[config.mk]
export PLATFORM = sky130hd
export DESIGN_NAME = avcu_top
export DESIGN_NICKNAME = d
export VERILOG_FILES = /design/src/rtl/avcu_pkg.sv /design/src/rtl/avcu_slave_status.sv /design/src/rtl/avcu_group_store.sv /design/src/rtl/avcu_shift_engine.sv /design/src/rtl/avcu_top.sv
export SDC_FILE = /design/constraint.sdc
export NUM_CORES = 1
export LEC_CHECK = 0
export BUFFER_PORTS_ARGS = -buffer_cell sky130_fd_sc_hd__clkbuf_2
export CAP_MARGIN = 0
export CORE_ASPECT_RATIO = 1.75
export CORE_MARGIN = 3
export CORE_UTILIZATION = 50
export CTS_CLUSTER_DIAMETER = 50
export DETAILED_ROUTE_END_ITERATION = 10
export GPL_ROUTABILITY_DRIVEN = 0
export PLACE_DENSITY = 0.74
export SYNTH_ARGS = -nofsm -noshare
export SYNTH_HDL_FRONTEND = slang
export SYNTH_SLANG_ARGS = --single-unit
[constraint.sdc]
create_clock -name clk -period 40.6 [get_ports clk]
set_input_delay 6.09 -clock clk [delete_from_list [all_inputs] [get_ports clk]]
set_output_delay 6.09 -clock clk [all_outputs]
set_load 0.01 [all_outputs]
[src/rtl/avcu_pkg.sv]
package avcu_pkg;

  localparam int DETAIL_BITS = 64;

  localparam logic [11:0] ADR_MASK_BASE = 12'h000;
  localparam logic [11:0] ADR_STAT_BASE = 12'h100;
  localparam logic [11:0] ADR_DBG_LO    = 12'h200;
  localparam logic [11:0] ADR_DBG_HI    = 12'h204;
  localparam logic [11:0] ADR_GCTRL     = 12'h300;
  localparam logic [11:0] ADR_SH_STAT   = 12'h310;
  localparam logic [11:0] ADR_SH_SEL    = 12'h314;
  localparam logic [11:0] ADR_SH_CTRL   = 12'h320;

  typedef struct packed {
    logic [31:0] addr;
    logic [3:0]  addr_hi;
    logic        is_read;
    logic        is_write;
    logic [5:0]  domain;
    logic [15:0] master;
  } vio_info_t;

  // Shifted image: low word is debug word 0, high word is debug word 1.
  function automatic logic [DETAIL_BITS-1:0] pack_detail(vio_info_t info, logic ovf);
    return {info.addr, 3'b000, ovf, info.addr_hi, info.is_read,
            info.is_write, info.domain, info.master};
  endfunction

endpackage

[src/rtl/avcu_slave_status.sv]
module avcu_slave_status #(
  parameter int SLAVES = 40,
  parameter int SLV_W  = 6,
  parameter int WIDX_W = 1
) (
  input  logic                 clk,
  input  logic                 rst_n,
  input  logic                 set_en,
  input  logic [SLV_W-1:0]     set_idx,
  input  logic                 wr_stat,
  input  logic                 wr_mask,
  input  logic [WIDX_W-1:0]    wr_word,
  input  logic [31:0]          wdata,
  output logic [((SLAVES+31)/32)*32-1:0] stat_flat,
  output logic [((SLAVES+31)/32)*32-1:0] mask_flat,
  output logic                 irq
);
  localparam int WORDS = (SLAVES + 31) / 32;
  localparam int NBITS = WORDS * 32;

  for (genvar b = 0; b < NBITS; b++) begin : g_bit
    localparam int WRD = b / 32;
    localparam int POS = b % 32;
    if (b < SLAVES) begin : g_live
      logic stat_q, stat_d, mask_q, mask_d;
      logic word_hit;

      assign word_hit = (wr_word == WIDX_W'(WRD));

      always_comb begin
        stat_d = stat_q;
        if (wr_stat && word_hit && wdata[POS]) stat_d = 1'b0;
        if (set_en && (set_idx == SLV_W'(b)))  stat_d = 1'b1;
        mask_d = mask_q;
        if (wr_mask && word_hit) mask_d = wdata[POS];
      end

      always_ff @(posedge clk or negedge rst_n) begin
        if (!rst_n) begin
          stat_q <= 1'b0;
          mask_q <= 1'b1;
        end else begin
          stat_q <= stat_d;
          mask_q <= mask_d;
        end
      end

      assign stat_flat[b] = stat_q;
      assign mask_flat[b] = mask_q;
    end else begin : g_pad
      assign stat_flat[b] = 1'b0;
      assign mask_flat[b] = 1'b0;
    end
  end

  assign irq = |(stat_flat & ~mask_flat);

endmodule

[src/rtl/avcu_group_store.sv]
module avcu_group_store
  import avcu_pkg::*;
#(
  parameter int GROUPS = 4,
  parameter int GRP_W  = 2
) (
  input  logic                  clk,
  input  logic                  rst_n,
  input  logic                  evt_en,
  input  logic [GRP_W-1:0]      evt_grp,
  input  vio_info_t             evt_info,
  input  logic                  clr_en,
  input  logic [GROUPS-1:0]     clr_bits,
  output logic [GROUPS-1:0]     pending,
  output logic [GROUPS-1:0][DETAIL_BITS-1:0] detail
);

  for (genvar g = 0; g < GROUPS; g++) begin : g_grp
    logic      pend_q, pend_d, ovf_q, ovf_d;
    vio_info_t info_q;
    logic      hit, clr_this, still_pend, cap_en;

    assign hit        = evt_en && (evt_grp == GRP_W'(g));
    assign clr_this   = clr_en && clr_bits[g];
    assign still_pend = pend_q && !clr_this;
    assign cap_en     = hit && !still_pend;

    always_comb begin
      pend_d = still_pend;
      ovf_d  = ovf_q && !clr_this;
      if (hit) begin
        if (still_pend) ovf_d  = 1'b1;
        else            pend_d = 1'b1;
      end
    end

    always_ff @(posedge clk or negedge rst_n) begin
      if (!rst_n) begin
        pend_q <= 1'b0;
        ovf_q  <= 1'b0;
      end else begin
        pend_q <= pend_d;
        ovf_q  <= ovf_d;
      end
    end

    always_ff @(posedge clk or negedge rst_n) begin
      if (!rst_n)      info_q <= '0;
      else if (cap_en) info_q <= evt_info;
    end

    assign pending[g] = pend_q;
    assign detail[g]  = pack_detail(info_q, ovf_q);
  end

endmodule

[src/rtl/avcu_shift_engine.sv]
module avcu_shift_engine
  import avcu_pkg::*;
#(
  parameter int SHIFT_LEN = DETAIL_BITS
) (
  input  logic                   clk,
  input  logic                   rst_n,
  input  logic                   start_req,
  input  logic                   stop_req,
  input  logic [SHIFT_LEN-1:0]   src_in,
  output logic                   start_q,
  output logic                   done_q,
  output logic [SHIFT_LEN-1:0]   dbg_word
);
  localparam int CW = $clog2(SHIFT_LEN);
  localparam logic [CW-1:0] LAST = CW'(SHIFT_LEN - 1);

  logic                 start_d, done_d;
  logic [CW-1:0]        cnt_q, cnt_d;
  logic [SHIFT_LEN-1:0] src_q, src_d, dbg_q, dbg_d;
  logic                 busy;

  assign busy = start_q && !done_q;

  always_comb begin
    start_d = start_q;
    done_d  = done_q;
    cnt_d   = cnt_q;
    src_d   = src_q;
    dbg_d   = dbg_q;
    if (stop_req) begin
      start_d = 1'b0;
      done_d  = 1'b0;
    end else if (start_req && !start_q) begin
      start_d = 1'b1;
      done_d  = 1'b0;
      cnt_d   = '0;
      src_d   = src_in;
    end else if (busy) begin
      src_d = src_q >> 1;
      dbg_d = {src_q[0], dbg_q[SHIFT_LEN-1:1]};
      cnt_d = cnt_q + 1'b1;
      if (cnt_q == LAST) done_d = 1'b1;
    end
  end

  always_ff @(posedge clk or negedge rst_n) begin
    if (!rst_n) begin
      start_q <= 1'b0;
      done_q  <= 1'b0;
      cnt_q   <= '0;
      src_q   <= '0;
      dbg_q   <= '0;
    end else begin
      start_q <= start_d;
      done_q  <= done_d;
      cnt_q   <= cnt_d;
      src_q   <= src_d;
      dbg_q   <= dbg_d;
    end
  end

  assign dbg_word = dbg_q;

endmodule

[src/rtl/avcu_top.sv]
module avcu_top
  import avcu_pkg::*;
#(
  parameter int GROUPS = 4,
  parameter int SLAVES = 40,
  parameter int GRP_W  = (GROUPS > 1) ? $clog2(GROUPS) : 1,
  parameter int SLV_W  = (SLAVES > 1) ? $clog2(SLAVES) : 1
) (
  input  logic              clk,
  input  logic              rst_n,
  input  logic              bus_we,
  input  logic [11:0]       bus_addr,
  input  logic [31:0]       bus_wdata,
  output logic [31:0]       bus_rdata,
  input  logic              vio_valid,
  input  logic [GRP_W-1:0]  vio_group,
  input  logic [SLV_W-1:0]  vio_slave,
  input  logic [15:0]       vio_master,
  input  logic [5:0]        vio_domain,
  input  logic              vio_is_write,
  input  logic              vio_is_read,
  input  logic [3:0]        vio_addr_hi,
  input  logic [31:0]       vio_addr,
  output logic              irq
);
  localparam int WORDS  = (SLAVES + 31) / 32;
  localparam int NBITS  = WORDS * 32;
  localparam int WIDX_W = (WORDS > 1) ? $clog2(WORDS) : 1;

  // reset: asserted asynchronously, released on the clock
  logic [1:0] rst_pipe;
  logic       srst_n;
  always_ff @(posedge clk or negedge rst_n) begin
    if (!rst_n) rst_pipe <= 2'b00;
    else        rst_pipe <= {rst_pipe[0], 1'b1};
  end
  assign srst_n = rst_pipe[1];

  // address decode
  logic [5:0] word_idx;
  logic       in_mask, in_stat;
  assign word_idx = bus_addr[7:2];
  assign in_mask  = (bus_addr[11:8] == ADR_MASK_BASE[11:8]) && (int'(word_idx) < WORDS)
                    && (bus_addr[1:0] == 2'b00);
  assign in_stat  = (bus_addr[11:8] == ADR_STAT_BASE[11:8]) && (int'(word_idx) < WORDS)
                    && (bus_addr[1:0] == 2'b00);

  logic wr_gctrl, wr_sel, wr_shctl, wr_shstat;
  assign wr_gctrl  = bus_we && (bus_addr == ADR_GCTRL);
  assign wr_sel    = bus_we && (bus_addr == ADR_SH_SEL);
  assign wr_shctl  = bus_we && (bus_addr == ADR_SH_CTRL);
  assign wr_shstat = bus_we && (bus_addr == ADR_SH_STAT);

  // global enable and select
  logic              en_q, en_d;
  logic [GROUPS-1:0] sel_q, sel_d;

  always_comb begin
    en_d = en_q;
    if (wr_gctrl) begin
      if (bus_wdata[31])     en_d = 1'b1;
      else if (bus_wdata[2]) en_d = 1'b0;
    end
    sel_d = wr_sel ? bus_wdata[GROUPS-1:0] : sel_q;
  end

  always_ff @(posedge clk or negedge srst_n) begin
    if (!srst_n) begin
      en_q  <= 1'b0;
      sel_q <= '0;
    end else begin
      en_q  <= en_d;
      sel_q <= sel_d;
    end
  end

  logic evt_en;
  assign evt_en = vio_valid && en_q;

  vio_info_t evt_info;
  assign evt_info = '{addr: vio_addr, addr_hi: vio_addr_hi, is_read: vio_is_read,
                      is_write: vio_is_write, domain: vio_domain, master: vio_master};

  // per-slave status and mask
  logic [NBITS-1:0] stat_flat, mask_flat;

  avcu_slave_status #(.SLAVES(SLAVES), .SLV_W(SLV_W), .WIDX_W(WIDX_W)) u_slv (
    .clk      (clk),
    .rst_n    (srst_n),
    .set_en   (evt_en),
    .set_idx  (vio_slave),
    .wr_stat  (bus_we && in_stat),
    .wr_mask  (bus_we && in_mask),
    .wr_word  (word_idx[WIDX_W-1:0]),
    .wdata    (bus_wdata),
    .stat_flat(stat_flat),
    .mask_flat(mask_flat),
    .irq      (irq)
  );

  // per-group stores
  logic [GROUPS-1:0]                  grp_pending;
  logic [GROUPS-1:0][DETAIL_BITS-1:0] grp_detail;

  avcu_group_store #(.GROUPS(GROUPS), .GRP_W(GRP_W)) u_grp (
    .clk     (clk),
    .rst_n   (srst_n),
    .evt_en  (evt_en),
    .evt_grp (vio_group),
    .evt_info(evt_info),
    .clr_en  (wr_shstat),
    .clr_bits(bus_wdata[GROUPS-1:0]),
    .pending (grp_pending),
    .detail  (grp_detail)
  );

  // selected source for the shift
  logic [DETAIL_BITS-1:0] sel_src;
  always_comb begin
    sel_src = '0;
    for (int g = 0; g < GROUPS; g++)
      if (sel_q[g]) sel_src = sel_src | grp_detail[g];
  end

  logic sel_onehot, start_req, stop_req;
  assign sel_onehot = (sel_q != '0) && ((sel_q & (sel_q - 1'b1)) == '0);
  assign start_req  = wr_shctl && bus_wdata[0] && sel_onehot;
  assign stop_req   = wr_shctl && !bus_wdata[0];

  logic                   sh_start, sh_done;
  logic [DETAIL_BITS-1:0] dbg_word;

  avcu_shift_engine #(.SHIFT_LEN(DETAIL_BITS)) u_shift (
    .clk      (clk),
    .rst_n    (srst_n),
    .start_req(start_req),
    .stop_req (stop_req),
    .src_in   (sel_src),
    .start_q  (sh_start),
    .done_q   (sh_done),
    .dbg_word (dbg_word)
  );

  // read mux
  always_comb begin
    bus_rdata = '0;
    if (in_mask)      bus_rdata = mask_flat[word_idx[WIDX_W-1:0]*32 +: 32];
    else if (in_stat) bus_rdata = stat_flat[word_idx[WIDX_W-1:0]*32 +: 32];
    else begin
      case (bus_addr)
        ADR_DBG_LO:  bus_rdata = dbg_word[31:0];
        ADR_DBG_HI:  bus_rdata = dbg_word[63:32];
        ADR_GCTRL:   bus_rdata = {en_q, 31'd0};
        ADR_SH_STAT: bus_rdata = 32'(grp_pending);
        ADR_SH_SEL:  bus_rdata = 32'(sel_q);
        ADR_SH_CTRL: bus_rdata = {30'd0, sh_done, sh_start};
        default:     bus_rdata = '0;
      endcase
    end
  end

endmodule

==> metrics.txt <==
# TYPE chip_impl_metric gauge
chip_impl_info{name="status",value="finished clean"} 1
chip_impl_info{name="rsz0062_at_grt",value="no"} 1
chip_impl_metric{name="synth_nets",unit=""} 1746
chip_impl_info{name="hold_path.startpoint",value="rst_pipe[0]$_DFF_PN0_"} 1
chip_impl_metric{name="cts_max_path_buffers",unit=""} 3
chip_impl_metric{name="powerDensity",unit="mW/mm^2"} 39.2
chip_impl_metric{name="detail_route.wl_per_cell",unit="microns"} 24.0
chip_impl_metric{name="post-route-worst-setup-slack",unit="ps"} 26150
chip_impl_metric{name="timing.final.crit_period",unit="ps"} 14450
chip_impl_metric{name="finish.net_count",unit=""} 1857
chip_impl_metric{name="antenna_violating_nets_post_route",unit=""} 0
chip_impl_metric{name="route.final.wire_length",unit="microns"} 55900
chip_impl_metric{name="final_hold_viol_count",unit=""} 0
chip_impl_metric{name="rows",unit=""} 99
chip_impl_metric{name="synth_cell_type_count",unit=""} 62
chip_impl_metric{name="initialDrtViolationCount",unit=""} 1146
chip_impl_metric{name="maxCapViolations",unit=""} 0
chip_impl_metric{name="insertion_delay_of_the_later_clocked_pin_in_the_worst_skew_pair",unit="ps"} 570
chip_impl_metric{name="detailroute.via_count",unit=""} 14300
chip_impl_metric{name="drc",unit=""} 0
chip_impl_metric{name="ys_ff_latch",unit=""} 471
chip_impl_info{name="start_kind",value="primary input"} 1
chip_impl_metric{name="worst_pin_slew",unit="ps"} 1190
chip_impl_metric{name="synth_enable_flop_cells",unit=""} 0
chip_impl_info{name="endpoint_kind",value="output port"} 1
chip_impl_metric{name="port-buffer-count",unit=""} 148
chip_impl_info{name="path_class",value="primary input to output port"} 1
chip_impl_info{name="ys.flop_type",value="dfrtp_1"} 1
chip_impl_metric{name="cts.clk_slew.worst_paths",unit="ps"} 60
chip_impl_info{name="critical_path.startpoint",value="bus_addr[3]"} 1
chip_impl_metric{name="detail_routed_via_count_per_cell",unit=""} 6.11
chip_impl_metric{name="pre_cts_ws",unit="ps"} 26160
chip_impl_metric{name="detailedRoute.firstPassIterationCount",unit=""} 6
chip_impl_metric{name="worstPathRequired",unit="ps"} 34510
chip_impl_metric{name="max_freq",unit="MHz"} 69.2
chip_impl_metric{name="critPathMaxFanout",unit=""} 24
chip_impl_metric{name="ir_worst_vdd",unit="V"} 0.0000334
chip_impl_metric{name="timing.critical_path.arrival",unit="ps"} 8360
chip_impl_metric{name="grt_pass1_vias",unit=""} 15100
chip_impl_metric{name="die-area",unit="sq mm"} 0.0454
chip_impl_metric{name="htree_levels",unit=""} 2
chip_impl_metric{name="fin_tns_setup",unit="ps"} 0
chip_impl_metric{name="synth-seq-area-share",unit="%"} 55.3
chip_impl_metric{name="final.period_utilization",unit="%"} 35.6
chip_impl_metric{name="synth-async-reset-ratio",unit="%"} 100
chip_impl_metric{name="synth_area",unit="sq mm"} 0.0214
chip_impl_metric{name="cts-resized-gates",unit=""} 0
chip_impl_metric{name="report.power.total",unit="uW"} 935
chip_impl_metric{name="die_y",unit="microns"} 280
chip_impl_info{name="clock_tree_from_tritoncts",value="done"} 1
chip_impl_metric{name="grt_pass1_wl",unit="microns"} 86800
chip_impl_metric{name="postSynthCellCount",unit=""} 1629
chip_impl_metric{name="cts_made_buffers",unit=""} 46
chip_impl_metric{name="initial_core_util",unit="%"} 51.0
chip_impl_metric{name="layout-drive-gt1-share",unit="%"} 40.6
chip_impl_metric{name="final.hold.worst_slack",unit="ps"} 353
chip_impl_metric{name="postCtsSetupBuffers",unit=""} 0
chip_impl_info{name="root_buffer",value="clkbuf_16"} 1
chip_impl_metric{name="synth-warning-count",unit=""} 0
chip_impl_metric{name="timing.final.max_slew_violations",unit=""} 0
chip_impl_metric{name="grt_antenna_before_repair",unit=""} 5
chip_impl_metric{name="placeable_core_area",unit="sq mm"} 0.0420
chip_impl_metric{name="avgSynthCellArea",unit="sq um"} 13.1
chip_impl_metric{name="numClockSinks",unit=""} 471
chip_impl_info{name="hold_wc_path_type",value="flop to flop"} 1
chip_impl_info{name="reg2reg_launch_point",value="sel_q[3]$_DFFE_PN0P_"} 1
chip_impl_metric{name="grt_start_max_net_pins",unit=""} 193
chip_impl_metric{name="timing.max_slew.rel_slack",unit="%"} 20.5
chip_impl_metric{name="gr-total-overflow",unit=""} 0
chip_impl_metric{name="die_x",unit="microns"} 162
chip_impl_metric{name="top_level_ports",unit=""} 149
chip_impl_metric{name="synthToLayoutAreaGrowth",unit="%"} 11.6
chip_impl_metric{name="p_leak",unit="nW"} 11.9
chip_impl_metric{name="grt_util_all_layers",unit="%"} 24.6
chip_impl_metric{name="fin_worst_skew",unit="ps"} 22.3
chip_impl_metric{name="place_hpwl",unit="microns"} 35800
chip_impl_metric{name="nFillCells",unit=""} 3388
chip_impl_metric{name="setup_viol",unit=""} 0
chip_impl_metric{name="holdBufCountCts",unit=""} 0
stage by stage:
| step | instances | utilization (%) | instance area (sq um) |
|---|---|---|---|
| final | 2332 | 56.9 | 23900 |
| after global routing | 2331 | 56.9 | 23900 |
| after CTS | 2329 | 56.9 | 23900 |
| after detailed placement | 2247 | 53.2 | 22400 |
| after global placement | 2247 | 53.2 | 22400 |
| after floorplan | 1629 | - | 21400 |
flip-flops by register name, indices dropped and copies added (netlist names):
| register | cells |
|---|---|
| u_grp.detail | 240 |
| u_shift.dbg_word | 64 |
| u_shift.src_q | 64 |
| u_slv.g_bit.g_live.mask_q | 40 |
| u_slv.g_bit.g_live.stat_q | 40 |
| u_shift.cnt_q | 6 |
| sel_q | 4 |
| u_grp.g_grp.ovf_q | 4 |
| u_grp.g_grp.pend_q | 4 |
| rst_pipe | 2 |
| en_q | 1 |
| u_shift.done_q | 1 |
| u_shift.start_q | 1 |
where the power goes:
group | leakage (nW) | internal (mW) | switching, mW
combinational | 4.73 | 0.00911 | 0.0202
sequential | 6.38 | 0.472 | 0.00283
clock | 0.747 | 0.245 | 0.186
final timing paths:
path	to	slack, ps	cells past startpoint
hold / removal	rst_pipe[1]$_DFF_PN0_	350	0
max in group asynchronous	rst_pipe[1]$_DFF_PN0_	35190	1
setup reg to reg	u_shift.src_q[12]$_DFFE_PN0P_	36990	6
hold reg to reg	rst_pipe[1]$_DFF_PN0_	350	0
setup / recovery	bus_rdata[12]	26150	7
min in group asynchronous	u_grp.detail[22]$_DFFE_PN0P_	370	0
critical path, cell delays in order:
cell      delay, ps
clkbuf_2        100
nor3_2          510
nand4_1         330
nor2_2          840
a22oi_1         170
o21ai_0         140
clkbuf_2        160
placed cells by master, fill, tap and decap left out, drive strengths merged, types with 12 or more instances in the layout:
cell type and instances:
a22o 43, nand2 87, buf 21, mux2i 101, nor2 49, clkbuf 211, dfrtp 431, inv 46
o22ai 18, o2bb2ai 16, dfstp 40, o21ai 28, a221o 13, a221oi 32, a21oi 27, a22oi 75
or2 33, o221a 31, nor3 12, mux2 348, nand3 19
synth_stat cells (5+ instances only):
master     instances  share of area [%]
buf_6             25                1.3
a221oi_1          32                1.3
o2bb2ai_1         16               0.65
or3_1              5               0.15
clkbuf_1          48               0.84
a22oi_1           75                2.6
a22o_1            43                1.8
nand3_1           19               0.44
a21o_1             7               0.25
dfstp_2           40                4.9
dfrtp_1          431                 50
a21oi_1           26               0.61
a221o_1           13               0.61
nor4_1             5               0.15
nor2b_1            6               0.18
inv_1             42               0.74
o22ai_1           18               0.53
nand2_1           84                1.5
nand2b_1           7               0.20
buf_4             11               0.39
mux2i_1          101                4.7
o21ai_0           28               0.65
or2_2             33               0.96
nor2_1            48               0.84
nor3_1            10               0.23
o221a_2           29                1.5
mux2_2           348                 18
and3_1             5               0.15
buf_2             15               0.35
logic make-up (layout without fill, tap and decap cells):
kind of cell             count (synthesis)  after routing  share of synthesized area, %
flip-flops                             471            471                          55.3
XOR/XNOR                                 5              5                         0.205
AO/OA/AOI/OAI                          305            305                          11.3
buffers and inverters                  147            292                          3.92
AND/OR/NAND/NOR                        246            246                          5.68
other                                    1              4                        0.0175
adder cells (fa/ha/maj)                  1              1                        0.0585
multiplexers                           453            453                          23.5
per-layer routing:
layer  vias to the layer above  track usage (%)  wire (microns)
met2                       493             43.2           28600
li1                       6250                -               -
met5                         -                0              11
met3                       179             4.94            3310
met1                      7335             27.9           20600
met4                         2             13.3            3420
layout make-up:
cell class              count  area (sq um)  share of cell area (%)
flip-flops and latches    471         11800                    49.6
multi-input cells        1011          8750                    36.7
clock buffers              64          1340                    5.61
repair buffers            168           903                    3.78
well taps                 555           694                    2.91
clock inverters            18           178                   0.744
inverters                  42           158                   0.660
diodes                      3          7.51                  0.0314
Power figures use the tool's default switching activity.
